## src/rtl/bscan_pkg.sv

```systemverilog
package bscan_pkg;
  typedef enum logic [2:0] {
    MD_FUNC   = 3'd0,
    MD_SAMPLE = 3'd1,
    MD_EXTEST = 3'd2,
    MD_INTEST = 3'd3,
    MD_CLAMP  = 3'd4,
    MD_HIGHZ  = 3'd5
  } bs_mode_e;
endpackage

```

## src/rtl/bscan_rst_sync.sv

```systemverilog
module bscan_rst_sync (
  input  logic clk,
  input  logic arst_n,
  output logic rst_n
);
  logic [1:0] stage_q;
  logic [1:0] stage_d;

  always_comb stage_d = {stage_q[0], 1'b1};

  always_ff @(posedge clk or negedge arst_n) begin
    if (!arst_n) stage_q <= 2'b00;
    else         stage_q <= stage_d;
  end

  assign rst_n = stage_q[1];
endmodule

```

## src/rtl/bscan_cell.sv

```systemverilog
module bscan_cell (
  input  logic clk,
  input  logic rst_n,
  input  logic cap_en,
  input  logic shf_en,
  input  logic upd_en,
  input  logic cap_d,
  input  logic si,
  output logic so,
  output logic q
);
  logic sh_q, sh_d;
  logic up_q, up_d;

  always_comb begin
    sh_d = sh_q;
    if (cap_en)      sh_d = cap_d;
    else if (shf_en) sh_d = si;
  end

  always_ff @(posedge clk or negedge rst_n) begin
    if (!rst_n) sh_q <= 1'b0;
    else        sh_q <= sh_d;
  end

  always_comb up_d = upd_en ? sh_q : up_q;

  always_ff @(negedge clk or negedge rst_n) begin
    if (!rst_n) up_q <= 1'b0;
    else        up_q <= up_d;
  end

  assign so = sh_q;
  assign q  = up_q;
endmodule

```

## src/rtl/bscan_chain.sv

```systemverilog
module bscan_chain #(
  parameter int LEN = 8
) (
  input  logic           clk,
  input  logic           rst_n,
  input  logic           cap_en,
  input  logic           shf_en,
  input  logic           upd_en,
  input  logic [LEN-1:0] cap_d,
  input  logic           tdi,
  output logic           tdo,
  output logic [LEN-1:0] upd_q
);
  logic [LEN-1:0] so;
  logic [LEN-1:0] si;

  for (genvar i = 0; i < LEN; i++) begin : g_cell
    if (i == LEN - 1) begin : g_top
      assign si[i] = tdi;
    end else begin : g_mid
      assign si[i] = so[i+1];
    end
    bscan_cell u_cell (
      .clk    (clk),
      .rst_n  (rst_n),
      .cap_en (cap_en),
      .shf_en (shf_en),
      .upd_en (upd_en),
      .cap_d  (cap_d[i]),
      .si     (si[i]),
      .so     (so[i]),
      .q      (upd_q[i])
    );
  end

  assign tdo = so[0];
endmodule

```

## src/rtl/bscan_pin_mux.sv

```systemverilog
module bscan_pin_mux
  import bscan_pkg::*;
#(
  parameter int N_OUT = 3,
  parameter int N_IN  = 2
) (
  input  logic [2:0]       mode,
  input  logic             rst_n,
  input  logic [N_OUT-1:0] core_out,
  input  logic [N_OUT-1:0] core_oe,
  input  logic [N_IN-1:0]  pin_in,
  input  logic [N_OUT-1:0] lat_dat,
  input  logic [N_OUT-1:0] lat_oe,
  input  logic [N_IN-1:0]  lat_in,
  output logic [N_OUT-1:0] pin_out,
  output logic [N_OUT-1:0] pin_oe,
  output logic [N_IN-1:0]  core_in
);
  logic drive_test, feed_core, force_z;

  always_comb begin
    drive_test = 1'b0;
    feed_core  = 1'b0;
    force_z    = 1'b0;
    if (rst_n) begin
      case (mode)
        MD_EXTEST: drive_test = 1'b1;
        MD_INTEST: begin drive_test = 1'b1; feed_core = 1'b1; end
        MD_CLAMP:  drive_test = 1'b1;
        MD_HIGHZ:  force_z    = 1'b1;
        default:   ;
      endcase
    end
    pin_out = drive_test ? lat_dat : core_out;
    pin_oe  = force_z ? '0 : (drive_test ? lat_oe : core_oe);
    core_in = feed_core ? lat_in : pin_in;
  end
endmodule

```

## src/rtl/bscan_pins.sv

```systemverilog
module bscan_pins
  import bscan_pkg::*;
#(
  parameter int N_OUT = 3,
  parameter int N_IN  = 2
) (
  input  logic             tck,
  input  logic             trst_n,
  input  logic [2:0]       mode,
  input  logic             capture_dr,
  input  logic             shift_dr,
  input  logic             update_dr,
  input  logic             tdi,
  output logic             tdo,
  input  logic [N_OUT-1:0] core_out,
  input  logic [N_OUT-1:0] core_oe,
  output logic [N_IN-1:0]  core_in,
  input  logic [N_IN-1:0]  pin_in,
  output logic [N_OUT-1:0] pin_out,
  output logic [N_OUT-1:0] pin_oe
);
  localparam int LEN    = N_IN + 2 * N_OUT;
  localparam int DAT_LO = N_IN;
  localparam int OE_LO  = N_IN + N_OUT;

  logic           rst_n_s;
  logic           chain_sel;
  logic [LEN-1:0] cap_vec;
  logic [LEN-1:0] lat;

  bscan_rst_sync u_rst (
    .clk    (tck),
    .arst_n (trst_n),
    .rst_n  (rst_n_s)
  );

  always_comb begin
    chain_sel = (mode == MD_SAMPLE) || (mode == MD_EXTEST) || (mode == MD_INTEST);
    cap_vec   = {core_oe, core_out, pin_in};
  end

  bscan_chain #(.LEN(LEN)) u_chain (
    .clk    (tck),
    .rst_n  (rst_n_s),
    .cap_en (chain_sel & capture_dr),
    .shf_en (chain_sel & shift_dr),
    .upd_en (chain_sel & update_dr),
    .cap_d  (cap_vec),
    .tdi    (tdi),
    .tdo    (tdo),
    .upd_q  (lat)
  );

  bscan_pin_mux #(.N_OUT(N_OUT), .N_IN(N_IN)) u_mux (
    .mode     (mode),
    .rst_n    (rst_n_s),
    .core_out (core_out),
    .core_oe  (core_oe),
    .pin_in   (pin_in),
    .lat_dat  (lat[OE_LO-1:DAT_LO]),
    .lat_oe   (lat[LEN-1:OE_LO]),
    .lat_in   (lat[N_IN-1:0]),
    .pin_out  (pin_out),
    .pin_oe   (pin_oe),
    .core_in  (core_in)
  );
endmodule

```

## config.mk

```make
export PLATFORM = sky130hd
export DESIGN_NAME = bscan_pins
export DESIGN_NICKNAME = d
export VERILOG_FILES = /design/src/rtl/bscan_pkg.sv /design/src/rtl/bscan_rst_sync.sv /design/src/rtl/bscan_cell.sv /design/src/rtl/bscan_chain.sv /design/src/rtl/bscan_pin_mux.sv /design/src/rtl/bscan_pins.sv
export SDC_FILE = /design/constraint.sdc
export NUM_CORES = 1
export LEC_CHECK = 0
export BUFFER_PORTS_ARGS = -buffer_cell sky130_fd_sc_hd__buf_2
export CORE_MARGIN = 4
export CORE_UTILIZATION = 50
export DETAILED_ROUTE_END_ITERATION = 6
export GPL_TIMING_DRIVEN = 0
export PLACE_DENSITY_LB_ADDON = 0.08
export SLEW_MARGIN = 20
export SYNTH_ARGS = -nofsm -noshare
export SYNTH_HDL_FRONTEND = slang
export SYNTH_SLANG_ARGS = --single-unit
```

## constraint.sdc

```tcl
create_clock -name tck -period 4.15 [get_ports tck]
set_clock_uncertainty 0.2 [all_clocks]
set_input_delay 1.0375 -clock tck [delete_from_list [all_inputs] [get_ports tck]]
set_output_delay 1.0375 -clock tck [all_outputs]
set_load 0.01 [all_outputs]
```

---- Word level (Yosys, flattened, before mapping) ----
Cells that the tools add are included.
word-level totals
  register bits after elaboration ......... 18
  input port bits ......................... 17
  output and inout port bits .............. 9
  logic and storage cells ................. 55
operators by class
  equal/unequal tests ..................... 5
  muxes and demuxes ....................... 26
  bitwise gates (word level) .............. 3
  reductions and logical operators ........ 4
operators by type and width
  cell                count
  $mux 1              22
  $mux 3              3
  $eq 3x2->1 const B  2
  $eq 3x3->1 const B  2
  $and 1x1->1         3
  $eq 3x1->1 const B  1
  $reduce_or 3->1     1
  $logic_or 1x1->1    2
  $mux 2              1
  $reduce_bool 2->1   1

---- Logic depth before layout (Yosys ltp) ----
  depth after elaboration ................. 6
  mapped depth ............................ 5
  gate-level depth less buffers ........... 3

---- Modules after synthesis ----
A second synthesis with hierarchy kept.
second synthesis, totals
  cell total of the unflattened synthesis .. 69
  area total of the unflattened synthesis .. 900.9 µm²
modules (own cells, without submodules)
  module          instances  cells each  area each (µm²)  seq. area each (µm²)
  bscan_cell      8          6           83.8             50.0
  bscan_pin_mux   1          14          150.1            0.0
  bscan_rst_sync  1          3           53.8             50.0
  bscan_pins      1          4           26.3             0.0

==> summary.txt <==
Timing
  • Slew @ Worst Pin: 851 ps
  • Final Hold Viols: 0
  • Hold WS: 160 ps
  • Final Worst Setup Slack: -485 ps
  • # setup viols final: 8
  • Pins Over Slew Limit: 0
  • RSZ-0062 raised after global routing: yes
  • Relative slew margins: 0.432

Synth
  • Post-synth EDFFs: 0
  • Post-synth top cells: dfrtp_1 (10), dfrtn_1 (8), mux2_4 (8), o221a_2 (8), o32a_1 (8)
  • Largest family of logic cells by synthesized area: compound AO/OA/AOI/OAI gates
  • Synthesized area per cell: 11.9 sq um
  • Post-Synth Adder-Cell Area: 0
  • Synth Instances: 93
  • Post-Synthesis Cell Area: 0.00111 sq mm
  • Syn. warnings: 0
  • Post-synthesis simple-gate area fraction: 0.114
  • Top-count cell post-synth: dfrtp_1
  • Register area share after synthesis: 0.407
  • Yosys top cell by area: dfrtp_1
  • Dominant synthesized flop cell: dfrtp_1
  • Post-synth top area share: 0.226
  • Library cells used by synthesis: 32
  • Synth Area in Compound Gates: 0.278
  • Mux cell area share after synthesis: 0.156
  • Dominant cells by area after synthesis: dfrtp_1 (23%), dfrtn_1 (18%), mux2_4 (11%)
  • FFs w/ async S/R, synth: 1.00
  • XOR/XNOR share of the synthesized area: 0
  • Seq cells post-synth: 18
  • Post-Syn Nets: 110

Floorplan
  • Initial Util: 0.547
  • Io pins: 26
  • DIE HEIGHT: 55.0 um
  • Core area: 0.00202 sq mm
  • FP Rows: 16
  • Die width: 55.0 um
  • Die ar.: 0.00303 sq mm

Critical path
  • Reg2Reg Setup Slack: 1010 ps
  • Crit. End Element: output pin
  • Delay-heaviest family, CP: flip-flops
  • Max incr delay on CP: 430 ps
  • CP max stage cell: dfrtn_1
  • Worst EP required: 2910 ps
  • Critical path class: reg2out
  • Crit-path max FO: 2
  • CP bufs+invs: 1
  • Worst Path Arrival: 3400 ps
  • Cell breakdown of the critical path: nand2b_4 > o22ai_2 > a211oi_2 > buf_2
  • Critical path launch point type: register

GRT
  • First-pass GRT wire length: 4020 um
  • Vias in the first global route: 858
  • Gr ovfl total: 0
  • Largest net degree at the start of global routing: 23
  • Total track usage: 0.191
  • Antenna violations before repair: 0

Power and ir drop
  • Pwr dens: 396 mW/mm^2
  • VDD IR max: 0.364 mV
  • Static leakage: 0.612 nW

Route
  • ANT nets after route: 0
  • Residual DRC: 0
  • Routed WL per cell: 16.8 um
  • Vias/cell: 6.19
  • Initial DRT Pass Iterations: 4
  • Detailed Route WL: 2570 um
  • Initial DRC count: 22
  • Routed vias: 947

Place
  • Post-DP Area: 0.00128 sq mm
  • Setup WS pre-CTS: -268 ps
  • Dpl hpwl: 1790 um
  • Inst Count DP: 144
  • GPL Wtd Cong: 0.749
  • Count of input and output buffers: 24

Clocking
  • H-tree levels: 1
  • CTS tree: built
  • CTS root buf: clkbuf_4
  • CTS Buf Count: 3
  • Hold buffers post-CTS: 0
  • Bufs on Longest Clock Path: 2
  • Clock sink count: 18
  • Worst-path clk slew: 100 ps
  • Worst skew pair latency: 300 ps

Run status
  • Failing checks: setup timing
  • Outcome: finished with violations

Finish
  • Post-route cell area: 0.00139 sq mm
  • Share of cells above drive strength 1: 0.508
  • Fillers: 169
  • Diode count: 0
  • Final std cells w/o fill: 153
  • Area grow syn2layout: 26.0%
  • NumNets Final: 144
  • Final core occ: 0.689

Worst hold path
  • Class of the worst hold path: reg2async

Flow run
  • Max Cap Viol: 0
==> cell families (layout without fill, tap and decap cells) <==
family / after synthesis / count (layout)
DFF: 18 / 18
muxes: 13 / 13
AOI/OAI and AO/OA: 33 / 33
and+or+nand+nor: 20 / 20
other: 1 / 1
buffers and inverters: 8 / 41
==> through the flow <==
| step | TNS (ps) | power [mW] |
|---|---|---|
| floorplan | -1140 | 0.366 |
| global placement | -2330 | 0.405 |
| detailed placement | -2490 | 0.412 |
| CTS | -2700 | 0.541 |
| global route | -3200 | 0.579 |
| finish | -2650 | 0.551 |
==> sequential cells by signal, summed over array words and instances, names as in the netlist <==
register and count:
u_chain.g_cell.u_cell.so 8, u_chain.g_cell.u_cell.q 8, u_rst.stage_q 2
==> worst paths after layout <==
path | depth (start not counted) | startpoint | to
setup reg to reg | 1 | u_chain.g_cell[2].u_cell.so | u_chain.g_cell[2].u_cell.q
hold / removal | 0 | u_rst.stage_q[1] | u_chain.g_cell[2].u_cell.so
setup / recovery | 4 | u_chain.g_cell[3].u_cell.q | pin_out[1]
max in group asynchronous | 0 | u_rst.stage_q[1] | u_chain.g_cell[7].u_cell.q
hold reg to reg | 0 | u_rst.stage_q[1] | u_chain.g_cell[2].u_cell.so
min in group tck | 0 | u_rst.stage_q[0] | u_rst.stage_q[1]
==> final cells by class <==
class | count | area [sq um] | area share
plain buffers | 6 | 45.0 | 0.0323
clock buffers | 4 | 36.3 | 0.0260
inverters | 2 | 7.51 | 0.00539
multi-input cells | 67 | 651 | 0.467
flip-flops and latches | 18 | 450 | 0.323
well taps | 27 | 33.8 | 0.0242
repair buffers | 29 | 170 | 0.122
==> power by group <==
group / leakage, nW / switching (mW) / internal, mW / total [mW]
registers: 0.207 / 0.0385 / 0.220 / 0.258
clock network: 0.0210 / 0.0551 / 0.0536 / 0.109
logic: 0.385 / 0.0652 / 0.119 / 0.184
==> layout by cell type (no fill, tap or decap), drive strengths merged, types with 4 or more instances in the layout <==
| cell type | Yosys | routed |
|---|---|---|
| nand2b | 7 | 7 |
| dfrtn | 8 | 8 |
| a32oi | 4 | 4 |
| buf | 5 | 34 |
| mux2 | 10 | 10 |
| nand2 | 4 | 4 |
| o221a | 8 | 8 |
| clkbuf | 1 | 5 |
| dfrtp | 10 | 10 |
| o32a | 8 | 8 |
==> metal layers <==
layer,share of wire,up-vias,GRT usage
met2,0.49,36,0.311
li1,-,433,-
met3,0.057,6,0.0590
met4,0.019,0,0.0607
met1,0.43,472,0.241
met5,0,-,0
==> repair_timing <==
item,CTS,global route
setup buffers,3,2
resized for setup,4,3
pin swaps,2,1
endpoints found under the hold margin,0,0
endpoints found under the setup margin,8,8
(Power assumes the default switching activity.)
